### src/rtl/rshift_pkg.sv
package rshift_pkg;
  typedef enum logic [1:0] {CSRC_ONE, CSRC_CL, CSRC_IMM, CSRC_NONE} cnt_src_e;

  typedef struct packed {
    logic valid;
    logic arith;
    logic wide;
    logic one_form;
  } shift_op_t;

  typedef enum logic {ST_IDLE, ST_RUN} rsh_state_e;
endpackage

### src/rtl/rshift_decode.sv
module rshift_decode #(
  parameter int unsigned CNT_W = 8
) (
  input  logic [7:0]         opc,
  input  logic [2:0]         op_field,
  input  logic [CNT_W-1:0]   cl_val,
  input  logic [CNT_W-1:0]   imm_val,
  output rshift_pkg::shift_op_t dec,
  output logic [CNT_W-1:0]   count
);
  import rshift_pkg::*;

  localparam logic [6:0] OPC_ONE = 7'b1101000;
  localparam logic [6:0] OPC_CL  = 7'b1101001;
  localparam logic [6:0] OPC_IMM = 7'b1100000;
  localparam logic [2:0] FLD_LOG = 3'b101;
  localparam logic [2:0] FLD_ARI = 3'b111;

  cnt_src_e src;
  logic     field_ok;

  always_comb begin
    unique case (opc[7:1])
      OPC_ONE: src = CSRC_ONE;
      OPC_CL:  src = CSRC_CL;
      OPC_IMM: src = CSRC_IMM;
      default: src = CSRC_NONE;
    endcase
  end

  assign field_ok = (op_field == FLD_LOG) || (op_field == FLD_ARI);

  always_comb begin
    dec.valid    = field_ok && (src != CSRC_NONE);
    dec.arith    = (op_field == FLD_ARI);
    dec.wide     = opc[0];
    dec.one_form = (src == CSRC_ONE);
    unique case (src)
      CSRC_ONE: count = CNT_W'(1);
      CSRC_CL:  count = cl_val;
      CSRC_IMM: count = imm_val;
      default:  count = '0;
    endcase
  end
endmodule

### src/rtl/rshift_datapath.sv
module rshift_datapath #(
  parameter int unsigned WORD_W = 16,
  parameter int unsigned CNT_W  = 8
) (
  input  logic              clk,
  input  logic              rst_n,
  input  logic              load,
  input  logic              step_en,
  input  logic [WORD_W-1:0] load_val,
  input  logic [CNT_W-1:0]  load_cnt,
  input  logic              load_wide,
  input  logic              load_arith,
  output logic [WORD_W-1:0] acc,
  output logic              cnt_zero,
  output logic              last_cy,
  output logic              stepped,
  output logic              wide_q,
  output logic              arith_q
);
  localparam int unsigned BYTE_W = WORD_W / 2;
  localparam logic [WORD_W-1:0] BYTE_MASK = {{(WORD_W-BYTE_W){1'b0}}, {BYTE_W{1'b1}}};

  logic [CNT_W-1:0] cnt;
  logic [WORD_W:0]  nxt;

  function automatic logic top_bit(input logic [WORD_W-1:0] v, input logic wide);
    return wide ? v[WORD_W-1] : v[BYTE_W-1];
  endfunction

  // One step: returns {bit shifted out, new value}.
  function automatic logic [WORD_W:0] shift_one(input logic [WORD_W-1:0] v,
                                                input logic wide, input logic arith);
    logic [WORD_W-1:0] n;
    n = v >> 1;
    if (arith) begin
      if (wide) n[WORD_W-1] = v[WORD_W-1];
      else      n[BYTE_W-1] = v[BYTE_W-1];
    end
    return {v[0], n};
  endfunction

  assign nxt      = shift_one(acc, wide_q, arith_q);
  assign cnt_zero = (cnt == '0);

  always_ff @(posedge clk) begin
    if (!rst_n) begin
      acc     <= '0;
      cnt     <= '0;
      last_cy <= 1'b0;
      stepped <= 1'b0;
      wide_q  <= 1'b0;
      arith_q <= 1'b0;
    end else if (load) begin
      acc     <= load_wide ? load_val : (load_val & BYTE_MASK);
      cnt     <= load_cnt;
      stepped <= 1'b0;
      wide_q  <= load_wide;
      arith_q <= load_arith;
    end else if (step_en) begin
      acc     <= nxt[WORD_W-1:0];
      last_cy <= nxt[WORD_W];
      cnt     <= cnt - 1'b1;
      stepped <= 1'b1;
    end
  end

  assert_sign_hold_R3: assert property (@(posedge clk) disable iff (!rst_n)
    (step_en && arith_q) |=> (top_bit(acc, wide_q) == $past(top_bit(acc, wide_q))));

  assert_zero_fill_R2: assert property (@(posedge clk) disable iff (!rst_n)
    (step_en && !arith_q) |=> (top_bit(acc, wide_q) == 1'b0));

  assert_count_down_R8: assert property (@(posedge clk) disable iff (!rst_n)
    step_en |=> (cnt == CNT_W'($past(cnt) - 1'b1)));

  assert_byte_upper_clear_R2: assert property (@(posedge clk) disable iff (!rst_n)
    (step_en && !wide_q) |=> (acc[WORD_W-1:BYTE_W] == '0));
endmodule

### src/rtl/rshift_flags.sv
module rshift_flags #(
  parameter int unsigned WORD_W = 16
) (
  input  logic              clk,
  input  logic              rst_n,
  input  logic              commit,
  input  logic              stepped,
  input  logic [WORD_W-1:0] acc,
  input  logic              wide,
  input  logic              last_cy,
  input  logic              one_form,
  input  logic              v_one,
  output logic [WORD_W-1:0] result,
  output logic              f_cy,
  output logic              f_v,
  output logic              f_s,
  output logic              f_z,
  output logic              f_p
);
  localparam int unsigned BYTE_W = WORD_W / 2;

  function automatic logic sign_of(input logic [WORD_W-1:0] v, input logic w);
    return w ? v[WORD_W-1] : v[BYTE_W-1];
  endfunction

  function automatic logic zero_of(input logic [WORD_W-1:0] v, input logic w);
    return w ? (v == '0) : (v[BYTE_W-1:0] == '0);
  endfunction

  function automatic logic even_par(input logic [BYTE_W-1:0] b);
    return ~^b;
  endfunction

  always_ff @(posedge clk) begin
    if (!rst_n) begin
      result <= '0;
      f_cy   <= 1'b0;
      f_v    <= 1'b0;
      f_s    <= 1'b0;
      f_z    <= 1'b0;
      f_p    <= 1'b0;
    end else if (commit) begin
      result <= acc;
      if (stepped) begin
        f_cy <= last_cy;
        f_s  <= sign_of(acc, wide);
        f_z  <= zero_of(acc, wide);
        f_p  <= even_par(acc[BYTE_W-1:0]);
        if (one_form) f_v <= v_one;
      end
    end
  end

  assert_zero_count_keeps_R7: assert property (@(posedge clk) disable iff (!rst_n)
    (commit && !stepped) |=> $stable({f_cy, f_v, f_s, f_z, f_p}));

  assert_parity_tracks_R6: assert property (@(posedge clk) disable iff (!rst_n)
    (commit && stepped) |=> (f_p == ~^result[BYTE_W-1:0]));

  assert_v_kept_multi_R5: assert property (@(posedge clk) disable iff (!rst_n)
    (commit && !one_form) |=> $stable(f_v));
endmodule

### src/rtl/rshift_exec.sv
module rshift_exec #(
  parameter int unsigned WORD_W = 16,
  parameter int unsigned CNT_W  = 8
) (
  input  logic              clk,
  input  logic              rst_n,
  input  logic              start,
  input  logic [7:0]        opc,
  input  logic [2:0]        op_field,
  input  logic [WORD_W-1:0] opnd,
  input  logic [CNT_W-1:0]  cl_val,
  input  logic [CNT_W-1:0]  imm_val,
  output logic              busy,
  output logic              done,
  output logic [WORD_W-1:0] result,
  output logic              flag_cy,
  output logic              flag_v,
  output logic              flag_s,
  output logic              flag_z,
  output logic              flag_p
);
  import rshift_pkg::*;

  localparam int unsigned BYTE_W = WORD_W / 2;

  rsh_state_e       state;
  shift_op_t        dec;
  logic [CNT_W-1:0] dec_cnt;
  logic             accept, step_en, finish;
  logic [WORD_W-1:0] acc;
  logic             cnt_zero, last_cy, stepped, wide_q, arith_q;
  logic             one_form_q, v_pend;

  function automatic logic v_single(input logic [WORD_W-1:0] v, input logic wide,
                                    input logic arith);
    if (arith) return 1'b0;
    return wide ? (v[WORD_W-1] ^ v[WORD_W-2]) : (v[BYTE_W-1] ^ v[BYTE_W-2]);
  endfunction

  rshift_decode #(.CNT_W(CNT_W)) u_decode (
    .opc(opc), .op_field(op_field), .cl_val(cl_val), .imm_val(imm_val),
    .dec(dec), .count(dec_cnt)
  );

  assign busy    = (state == ST_RUN);
  assign accept  = start && !busy && dec.valid;
  assign step_en = busy && !cnt_zero;
  assign finish  = busy && cnt_zero;

  always_ff @(posedge clk) begin
    if (!rst_n) begin
      state      <= ST_IDLE;
      done       <= 1'b0;
      one_form_q <= 1'b0;
      v_pend     <= 1'b0;
    end else begin
      done <= finish;
      if (accept) begin
        state      <= ST_RUN;
        one_form_q <= dec.one_form;
        v_pend     <= v_single(opnd, dec.wide, dec.arith);
      end else if (finish) begin
        state <= ST_IDLE;
      end
    end
  end

  rshift_datapath #(.WORD_W(WORD_W), .CNT_W(CNT_W)) u_path (
    .clk(clk), .rst_n(rst_n), .load(accept), .step_en(step_en),
    .load_val(opnd), .load_cnt(dec_cnt), .load_wide(dec.wide), .load_arith(dec.arith),
    .acc(acc), .cnt_zero(cnt_zero), .last_cy(last_cy), .stepped(stepped),
    .wide_q(wide_q), .arith_q(arith_q)
  );

  rshift_flags #(.WORD_W(WORD_W)) u_flags (
    .clk(clk), .rst_n(rst_n), .commit(finish), .stepped(stepped), .acc(acc),
    .wide(wide_q), .last_cy(last_cy), .one_form(one_form_q), .v_one(v_pend),
    .result(result), .f_cy(flag_cy), .f_v(flag_v), .f_s(flag_s), .f_z(flag_z),
    .f_p(flag_p)
  );

  assert_done_single_R8: assert property (@(posedge clk) disable iff (!rst_n)
    done |=> !done);

  assert_busy_ignores_start_R9: assert property (@(posedge clk) disable iff (!rst_n)
    (busy && start && !cnt_zero) |=> busy);

  assert_bad_code_ignored_R1: assert property (@(posedge clk) disable iff (!rst_n)
    (!busy && start && !dec.valid) |=> !busy);

  assert_done_after_run_R8: assert property (@(posedge clk) disable iff (!rst_n)
    done |-> !busy);
endmodule

### config.mk
export PLATFORM = sky130hd
export DESIGN_NAME = rshift_exec
export DESIGN_NICKNAME = d
export VERILOG_FILES = /design/src/rtl/rshift_pkg.sv /design/src/rtl/rshift_decode.sv /design/src/rtl/rshift_datapath.sv /design/src/rtl/rshift_flags.sv /design/src/rtl/rshift_exec.sv
export SDC_FILE = /design/constraint.sdc
export NUM_CORES = 1
export LEC_CHECK = 0
export ABC_AREA = 1
export CORE_UTILIZATION = 36
export DETAILED_ROUTE_END_ITERATION = 7
export PLACE_DENSITY_LB_ADDON = 0.1
export SETUP_SLACK_MARGIN = 0.1
export SYNTH_ARGS = -nofsm -noshare
export SYNTH_HDL_FRONTEND = slang
export SYNTH_SLANG_ARGS = --single-unit
### constraint.sdc
create_clock -name clk -period 2.49 [get_ports clk]
set_clock_uncertainty 0.15 [all_clocks]
set_input_delay 0.3735 -clock clk [delete_from_list [all_inputs] [get_ports clk]]
set_output_delay 0.3735 -clock clk [all_outputs]
set_load 0.005 [all_outputs]
-- After elaboration in Yosys (flattened, before gate mapping)
Cells that the tools add are included.
Widths: inputs -> output; s select.
- register bits: 53
- input bits: 46
- output and inout port bits: 23
- word-level logic and storage cells: 75
- add/subtract/negate cells: 1
- equal/unequal tests: 10
- mux-type cells: 21
- bitwise logic cells: 4
- reduce and logical (&&, ||, !) cells: 21
- operator list (cell ; count):
    $mux 16 ; 3
    $pmux 8 s3 ; 1
    $eq 7x7->1 const B ; 3
    $logic_not 16->1 ; 1
    $logic_not 8->1 ; 2
    $mux 8 ; 2
    $mux 1 ; 14
    $reduce_and 2->1 ; 4
    $reduce_xnor 8->1 ; 1
    $sub 8x1->8 const B ; 1
    $eq 3x3->1 const B ; 2
    $pmux 2 s3 ; 1
    $logic_and 1x1->1 ; 5
    $reduce_bool 2->1 ; 2
    $ne 3x2->1 const B ; 1
    $ne 3x3->1 const B ; 1
    $reduce_and 3->1 ; 1
    $eq 2x1->1 const B ; 1
    $eq 2x2->1 const B ; 1
    $logic_not 1->1 ; 2
    $logic_not 2->1 ; 1
    $ne 2x2->1 const B ; 1
    $not 1->1 ; 2
    $reduce_or 2->1 ; 1
    other kinds (2) ; 3

-- Depth between registers and ports, before layout
Gate-level depths: netlist (run 1).
- depth in word-level cells: 8
- depth in mapped cells: 12
- mapped depth without buffers: 10

-- By module
A second synthesis (run 1) with hierarchy kept.
- cell total of the unflattened synthesis: 381
- area, all modules: 2755.1 sq um
- modules (own cells, without submodules) (module ; times used ; cells an instance ; area each (sq um) ; sequential area each (sq um)):
    rshift_datapath ; 1 ; 192 ; 1391.3 ; 560.5
    rshift_flags ; 1 ; 114 ; 919.6 ; 420.4
    rshift_decode ; 1 ; 44 ; 239.0 ; 0.0
    rshift_exec ; 1 ; 31 ; 205.2 ; 80.1

-- Least setup slack after synthesis (run 1)
No wires, ideal clock.
- path type: input to register
- start: input port opc[7]
- end: register u_path.arith_q
- setup time: 0.070 ns
- arrival time: 1.340 ns
- data required time: 2.270 ns
- setup slack: 0.929 ns
- stages: 9
- path buffers: 2
- path through: nand2_1 > nor2_4 > buf_6 > nand3_2 > nand3_2 > nand2_4 > buf_6 > or2_0 > a21oi_1
- longest elaborated chain between the ends: 5
- elaborated cells on any way between the ends: 7
- those cells by class: eq/ne (4); mux (1); reduce/logical (2)
- RTL lines (what ; RTL line ; text):
    from (decl) ; rshift_exec.sv:8 ; input logic [7:0] opc,
    $eq 7x7->1 ; rshift_decode.sv:23 ; unique case (opc[7:1])
    $pmux 2 s3 (*) ; rshift_decode.sv:23 ;
    $ne 2x2->1 (*) ; rshift_decode.sv:34 ; dec.valid = field_ok && (src != CSRC_NONE);
    $logic_and 1x1->1 (*) ; rshift_decode.sv:34 ;
    $logic_and 1x1->1 (*) ; rshift_exec.sv:46 ; assign accept = start && !busy && dec.valid;
    to (signal assigned) ; rshift_datapath.sv:58 ; arith_q <= load_arith;
    to (decl) ; rshift_datapath.sv:18 ; output logic arith_q
Every way passes the cells marked *; elsewhere a longest branch is shown, timed or not.
A chain may end at the register's enable or synchronous reset.

-- Worst setup path after layout (run 1)
- start: input port opc[4]
- end: register u_path.cnt[0]
- longest elaborated chain between the ends: 6
- elaborated cells on any way between the ends: 13
- those cells by class: eq/ne (6); mux (3); reduce/logical (4)
- RTL lines (what ; RTL line ; text):
    $eq 7x7->1 ; rshift_decode.sv:23 ;
    $pmux 2 s3 (*) ; rshift_decode.sv:23 ;
    parallel branches: the longest is 4 deep, another holds $pmux 8 s3 ; n/a ;
    to (signal assigned) ; rshift_datapath.sv:55 ; cnt <= load_cnt;
    to (signal assigned) ; rshift_datapath.sv:62 ; cnt <= cnt - 1'b1;
    to (decl) ; rshift_datapath.sv:23 ; logic [CNT_W-1:0] cnt;
Every way passes the cells marked *.

==> impl_metrics.tcl, run 1 <==
set metrics [dict create \
    vias 2553 \
    cts-htree-levels 2 \
    initial_core_util 0.381 \
    synth_top_area_share 0.404 \
    tightest_slew_ns 0.617 \
    min_period_over_period 0.834 \
    cts_setup_buffers 0 \
    rsz0062_at_grt "no" \
    yosys-top-cells-area "dfxtp_1, o21ai_0, nand2_1, a21oi_1, inv_1" \
    synth_nets 423 \
    yosysTopAreaCell "dfxtp_1" \
    clock_latency_ns 0.30 \
    wl_um 6510 \
    dp_cells 522 \
    synth.distinct_cells 29 \
    firstDrtPassIters 4 \
    grt_pass1_wl_um 11100 \
    irDropWorstVdd_v 0.000248 \
    syn-cell-area_um2 2630 \
    top_regs "u_flags.result: 16 flops, u_path.acc: 16 flops, u_path.cnt: 8 flops" \
    final_antenna_net_count 0 \
    grt_use_total 0.185 \
    viasPerCell 4.82 \
    cts_sinks 53 \
    ys_ff_latch 53 \
    slew_viol_final 0 \
    dieArea_um2 7650 \
    layout_commonest_cell "clkdlybuf4s50_1" \
    num_rows 30 \
    drt_iter0_drc 129 \
    wl_per_cell_um 12.3 \
    grt_max_degree 33 \
    cellLeakagePower_uw 0.00134 \
    status "finished clean" \
    drive_above_1_share 0.0668 \
    port_buffers 68 \
    cts.root.buffer_cell "clkbuf_8" \
    hold_viol_final 0 \
    crit_path_end_kind "register" \
    post_cts_resized 0 \
    maxCapViolCount 0 \
    ioPinCount 69 \
    postCtsHoldBufs 0 \
    area_growth_pct 31.6 \
    arrival_ns 2.11 \
    post-dp-hpwl_um 4890 \
    drc 0 \
    clock_path_buffers 2 \
    final_util 0.501 \
    slew_headroom 0.588 \
    synth_warnings 0 \
    grt_pass1_vias 2451 \
    setup_tns_ns 0 \
    cts_buffers 5 \
    die-height_um 87.5 \
    worst-path-max-fanout 20 \
    max_clock_freq_mhz 482 \
    instances_no_fill 530 \
    synth-seq-area-share 0.404 \
    regArea_um2 1060 \
    gp_congestion 0.852 \
    synth_cells 371 \
    globalRouteOverflowTotal 0 \
    crit_required_ns 2.53 \
    r2r_setup_slack_ns 0.55 \
    n_antenna_cell 0 \
    hold_path.class "reg -> reg" \
    setup_violations 0 \
    cts_tree "built" \
    syn_area_per_cell_um2 7.09 \
    setup.worst_path.start_class "input pin" \
    power_density_nw_per_um2 421 \
    fin_crit_ns 2.08 \
    layout_common_cells "clkdlybuf4s50_1, dfxtp_1, nand2_1" \
    multi_input_area_um2 1290 \
    path_clk_slew_ns 0.09 \
    die_w_um 87.5 \
    final_nets 485 \
    antenna_found_initial 0 \
    core_um2 6910 \
    fillers 719 \
    criticalPathCategory "in -> reg" \
]
path summary, 6_finish.rpt:
kind / startpoint / cells past startpoint / endpoint
worst max-delay path: opc[4] / 10 / u_path.cnt[0]$_SDFFE_PN0P_
worst min-delay path: u_flags.f_z$_SDFFE_PN0P_ / 2 / u_flags.f_z$_SDFFE_PN0P_
worst max register to register: busy$_SDFFE_PN0P_ / 8 / u_path.cnt[0]$_SDFFE_PN0P_
worst min register to register: u_flags.f_z$_SDFFE_PN0P_ / 2 / u_flags.f_z$_SDFFE_PN0P_
where the power goes:
group / internal [uW] / total (uW) / switching (uW)
registers: 849 / 850 / 1.26
clock network: 200 / 475 / 275
logic: 79.6 / 130 / 50.2
total: 1130 / 1450 / 327
cell usage after synthesis:
| cell | number |
|---|---|
| buf_4 | 3 |
| inv_1 | 40 |
| a21oi_1 | 33 |
| inv_2 | 6 |
| nand4_2 | 1 |
| nand2_1 | 51 |
| clkbuf_1 | 5 |
| nor2_2 | 3 |
| nor2_4 | 2 |
| clkinv_1 | 1 |
| xor2_1 | 1 |
| ha_1 | 6 |
| o21ai_0 | 49 |
| nand3_2 | 3 |
| nand4_1 | 6 |
| dfxtp_1 | 53 |
| nand2_2 | 2 |
| o211ai_1 | 1 |
| and2_1 | 1 |
| xnor2_1 | 3 |
| buf_2 | 8 |
| nand3_1 | 30 |
| o21ai_1 | 9 |
| or2_0 | 1 |
| a31oi_1 | 9 |
| nand2_4 | 1 |
| nor2_1 | 37 |
| nor3_1 | 4 |
| buf_6 | 2 |
metrics by stage:
step                      setup slack [ns]  instance area, um^2  hold WS, ns  total power [uW]
final                                0.414                 3460        0.299              1450
after global routing                 0.287                 3460        0.343              1510
after CTS                            0.411                 3460        0.306              1470
after detailed placement            0.0872                 3380        0.291              1000
after global placement               0.179                 3380        0.283              1000
after floorplan                      0.929                 2630        0.284               911
worst max-delay path: stages:
cell             delay (ns)
clkdlybuf4s50_1        0.47
inv_1                  0.04
nor2_1                 0.17
nand3_1                0.16
nand3_2                0.13
nand2_4                0.16
inv_2                  0.27
nand2_1                0.10
o21ai_0                0.17
nor2_1                 0.05
cell type report:
class                   instances  share of cell area
multi-input cells             253               0.372
flip-flops and latches         53               0.307
repair buffers                 73               0.211
inverters                      47              0.0510
well taps                      96              0.0347
clock buffers                   7              0.0221
clock inverters                 1             0.00217
cells by family after synthesis:
| family | after synthesis | share of synthesized area |
|---|---|---|
| buffers and inverters | 65 | 0.107 |
| xor gates and xnor gates | 4 | 0.0133 |
| and+or+nand+nor | 142 | 0.250 |
| AOI/OAI and AO/OA | 101 | 0.198 |
| adders and majority gates | 6 | 0.0286 |
| DFF | 53 | 0.404 |
layer usage:
| metal | up-vias | track usage | part of all wire |
|---|---|---|---|
| li1 | 1349 | - | - |
| met5 | - | 0 | 0 |
| met3 | 6 | 0.0332 | 0.047 |
| met2 | 64 | 0.297 | 0.45 |
| met1 | 1134 | 0.252 | 0.50 |
| met4 | 0 | 0.0551 | 0.012 |
(Power assumes the default switching activity.)
==> inputs of run 2 (changes only) <==
==> constraint.sdc (replaced) <==
create_clock -name clk -period 2.1 [get_ports clk]
set_clock_uncertainty 0.15 [all_clocks]
set_input_delay 0.315 -clock clk [delete_from_list [all_inputs] [get_ports clk]]
set_output_delay 0.315 -clock clk [all_outputs]
set_load 0.005 [all_outputs]
==> run 2 against run 1 <==
Wire length fell by 0.83%. Final area rose by 3.0%. Count of clock-buffer cells in the layout fell by 1. Global-route usage fell by 0.46 points. Worst setup slack got worse by 0.080 ns. Sequential share of layout area fell by 0.90 points. Combinational power rose by 18%. Critical path type unchanged. Via count rose by 0.74%. Clock power rose by 27%. Final cell count rose by 1.9%. Die area did not move. Sequential cell count did not move.
==> impl_metrics.tcl, run 2 (same netlist as run 1, synthesis figures left out) <==
set metrics [dict create \
    die-height_um 87.5 \
    instances_no_fill 540 \
    tightest_slew_ns 0.407 \
    grt_use_total 0.180 \
    gp_congestion 0.804 \
    wl_per_cell_um 12.0 \
    wl_um 6460 \
    grt_max_degree 33 \
    grt_pass1_vias 2460 \
    placed_area_um2 3460 \
    hold_path.class "reg -> reg" \
    fin_crit_ns 1.77 \
    core_um2 6910 \
    crit_path_end_kind "register" \
    post-dp-hpwl_um 4970 \
    grt_pass1_wl_um 11000 \
    dieArea_um2 7650 \
    cellLeakagePower_uw 0.00141 \
    path_clk_slew_ns 0.10 \
    hold_viol_final 0 \
    irDropWorstVdd_v 0.000301 \
    num_rows 30 \
    crit_required_ns 2.19 \
    setup.worst_path.start_class "input pin" \
    slew_viol_final 0 \
    min_period_over_period 0.841 \
    drt_iter0_drc 165 \
    cts-htree-levels 2 \
    vias 2572 \
    cts_buffers 5 \
    dp_cells 532 \
    firstDrtPassIters 4 \
    viasPerCell 4.76 \
    final_nets 495 \
    clock_path_buffers 2 \
    area_growth_pct 35.6 \
    final_antenna_net_count 0 \
    status "finished clean" \
    stdcell_area_um2 3560 \
    power_density_nw_per_um2 496 \
    globalRouteOverflowTotal 0 \
    antenna_found_initial 0 \
    top_regs "u_flags.result: 16 flops, u_path.acc: 16 flops, u_path.cnt: 8 flops" \
    die_w_um 87.5 \
    max_clock_freq_mhz 566 \
    cts_sinks 53 \
    setup_tns_ns 0 \
    layout_commonest_cell "clkdlybuf4s50_1" \
    clock_latency_ns 0.30 \
    setup_violations 0 \
    rsz0062_at_grt "no" \
    cts.root.buffer_cell "clkbuf_8" \
    n_antenna_cell 0 \
    total_power_uw 1770 \
    drive_above_1_share 0.0923 \
    arrival_ns 1.86 \
    worst-path-max-fanout 24 \
    cts_tree "built" \
    ioPinCount 69 \
    maxCapViolCount 0 \
    postCtsHoldBufs 0 \
    drc 0 \
    port_buffers 68 \
    criticalPathCategory "in -> reg" \
    layout_common_cells "clkdlybuf4s50_1, dfxtp_1, nand2_1" \
    slew_headroom 0.728 \
    initial_core_util 0.381 \
]
run 2: where the power goes:
part	internal [uW]	leakage [uW]	total [uW]	switching, uW
Combinational	94.7	0.000930	154	59.4
Sequential	1010	0.000427	1010	1.60
Clock	268	0.0000512	605	337
run 2: area by class of cell:
type / instances / area [um^2]
fill: 701 / 3340
multi-input combinational: 253 / 1290
sequential: 53 / 1060
timing repair buffer: 83 / 818
inverter: 47 / 176
tap: 96 / 120
clock buffer: 6 / 82.6
clock inverter: 2 / 13.8
run 2: repair_timing:
action / CTS / global route
endpoints found under the hold margin: 0 / 0
resized for setup: 0 / 1
endpoints found under the setup margin: 0 / 1
setup buffers: 0 / 0
run 2: metal layers:
metal,share of wire,vias up,routed length [um],GRT usage
met5,0,-,0,0
met4,0.0042,0,27,0.0268
met3,0.051,2,332,0.0303
met2,0.44,62,2830,0.297
met1,0.51,1142,3270,0.252
li1,-,1366,-,-
run 2: worst paths after layout:
path,from,endpoint,slack (ns),cells after the start
max,opc[4],u_path.acc[7]$_SDFFE_PN0P_,0.33,12
min,u_flags.f_z$_SDFFE_PN0P_,u_flags.f_z$_SDFFE_PN0P_,0.30,2
max reg2reg,u_path.cnt[0]$_SDFFE_PN0P_,u_path.cnt[0]$_SDFFE_PN0P_,0.34,8
min reg2reg,u_flags.f_z$_SDFFE_PN0P_,u_flags.f_z$_SDFFE_PN0P_,0.30,2
run 2: through the flow:
| step | hold slack (ns) | utilization | setup slack [ns] |
|---|---|---|---|
| 4_1_cts | 0.306 | 0.515 | 0.307 |
| 3_3_place_gp | 0.283 | 0.501 | 0.0468 |
| 5_1_grt | 0.330 | 0.516 | 0.146 |
| 3_5_place_dp | 0.291 | 0.501 | -0.00132 |
| 2_1_floorplan | 0.284 | - | 0.561 |
| 6_report | 0.301 | 0.516 | 0.334 |
run 2: critical path: stages:
cell             delay (ns)
clkdlybuf4s50_1        0.47
inv_1                  0.04
nor2_1                 0.18
nand3_1                0.14
nand3_2                0.13
nand2_4                0.09
buf_12                 0.17
nand3_1                0.07
nand2_1                0.07
nand2_1                0.06
nand2_1                0.04
nor2_1                 0.08
==> inputs of run 3 (changes only) <==
==> constraint.sdc (replaced) <==
create_clock -name clk -period 1.6 [get_ports clk]
set_clock_uncertainty 0.15 [all_clocks]
set_input_delay 0.24 -clock clk [delete_from_list [all_inputs] [get_ports clk]]
set_output_delay 0.24 -clock clk [all_outputs]
set_load 0.005 [all_outputs]
==> run 3 against run 2 <==
Global-route usage grew 2.7 points. Clock power up 31%. Critical endpoint is now u_path.acc[13]$_SDFFE_PN0P_. Sequential cell count is the same. The flow now finishes with violations (setup timing). Highest routed layer unchanged. Critical path type is now reg -> reg.
==> impl_metrics.tcl, run 3 (same netlist as run 1, synthesis figures left out) <==
set metrics [dict create \
    cts_tree "built" \
    gp_congestion 0.835 \
    postCtsHoldBufs 0 \
    min_period_over_period 1.01 \
    wl_met2_um 3570 \
    viasPerCell 4.89 \
    arrival_ns 1.68 \
    top_layer_used "met4" \
    dp_slack_ns -0.447 \
    final_util 0.631 \
    rsz0062_at_grt "yes" \
    setup_tns_ns -0.0201 \
    layout_commonest_cell "nand2_1" \
    area_growth_pct 65.7 \
    p_int_uw 1780 \
    globalRouteOverflowTotal 0 \
    stdcell_area_um2 4360 \
    crit_required_ns 1.66 \
    clkPwrFrac 0.335 \
    drive_above_1_share 0.363 \
    status "finished with violations" \
    cts_buffers 5 \
    power_density_nw_per_um2 542 \
    irDropWorstVdd_v 0.000293 \
    setup.worst_path.start_class "register" \
    drt_iter0_drc 106 \
    combPwrFrac 0.105 \
    initial_core_util 0.381 \
    worst-path-max-fanout 7 \
    violations "setup timing" \
    tightest_slew_ns 0.407 \
    path_clk_slew_ns 0.10 \
    max_clock_freq_mhz 618 \
    wl_um 7600 \
    vias 2839 \
    clock_path_buffers 2 \
    switching_share 0.247 \
    firstDrtPassIters 4 \
    final_nets 536 \
    grt_max_degree 29 \
    core_um2 6910 \
    die_w_um 87.5 \
    clock_latency_ns 0.31 \
    wl_met3_um 257 \
    port_buffers 68 \
    drc 0 \
    crit_path_end_kind "register" \
    seqPwrFrac 0.560 \
    hold_path.class "reg -> reg" \
    placed_area_um2 3640 \
    hold_viol_final 0 \
    post-dp-hpwl_um 5170 \
    wl_per_cell_um 13.1 \
    antenna_found_initial 0 \
    cts_sinks 53 \
    cts-htree-levels 2 \
    ioPinCount 69 \
    r2r_setup_slack_ns -0.02 \
    die-height_um 87.5 \
    setup_violations 4 \
    criticalPathCategory "reg -> reg" \
    top_regs "u_flags.result: 16 flops, u_path.acc: 16 flops, u_path.cnt: 8 flops" \
    n_antenna_cell 0 \
    cts.root.buffer_cell "clkbuf_8" \
    final_antenna_net_count 0 \
    maxCapViolCount 0 \
    cellLeakagePower_uw 0.00183 \
    layout_common_cells "nand2_1, clkdlybuf4s50_1, inv_1" \
    p_switching_uw 584 \
    grt_pass1_vias 2706 \
    fin_crit_ns 1.62 \
    total_power_uw 2360 \
    grt_pass1_wl_um 12400 \
    dieArea_um2 7650 \
    wl_met1_um 3740 \
    num_rows 30 \
    grt_use_total 0.207 \
    slew_viol_final 0 \
    slew_headroom 0.726 \
    fin_ws_ns -0.0179 \
]
run 3: layout make-up:
cell class              count  area [um^2]
clock inverters             3         21.3
inverters                  47          191
multi-input cells         254         1620
well taps                  96          120
repair buffers            123         1240
clock buffers               5         68.8
flip-flops and latches     53         1100
fillers                   614         2550
run 3: path summary, 6_finish.rpt:
check,startpoint,to,depth (start not counted)
worst min register to register,u_flags.f_z$_SDFFE_PN0P_,u_flags.f_z$_SDFFE_PN0P_,2
worst min-delay path,u_flags.f_z$_SDFFE_PN0P_,u_flags.f_z$_SDFFE_PN0P_,2
worst max-delay path,u_path.cnt[2]$_SDFFE_PN0P_,u_path.acc[13]$_SDFFE_PN0P_,10
worst max register to register,u_path.cnt[2]$_SDFFE_PN0P_,u_path.acc[13]$_SDFFE_PN0P_,10
run 3: power groups by stage:
stage	combinational, uW	sequential (uW)	clock [uW]
after floorplan	64.3	1350	0
after global placement	214	1350	0
after detailed placement	215	1350	0
after CTS	233	1320	803
after global routing	266	1320	852
final	247	1320	792
run 3: metal layers:
metal / track usage / up-vias
li1: - / 1457
met1: 0.286 / 1311
met2: 0.335 / 69
met3: 0.0351 / 2
met4: 0.0492 / 0
met5: 0 / -
run 3: timing repair:
item                       4_1_cts  5_1_grt
gates cloned                     4        1
setup buffers                   11        7
gates resized for setup        121       58
setup endpoints to repair       74       50
pin swaps                       25       20
run 3: through the flow:
step | hold WS [ns] | cells
floorplan | 0.225 | 371
global placement | 0.282 | 551
detailed placement | 0.300 | 551
CTS | 0.315 | 574
global route | 0.332 | 581
finish | 0.305 | 581
run 3: critical path, stage by stage, from the launching register on:
cell	delay [ns]
dfxtp_2	0.34
inv_2	0.05
nand2_2	0.06
nor2_4	0.14
nand4_4	0.12
buf_4	0.18
nand2_8	0.09
nand2_8	0.08
buf_12	0.14
o21ai_1	0.11
a21oi_1	0.05
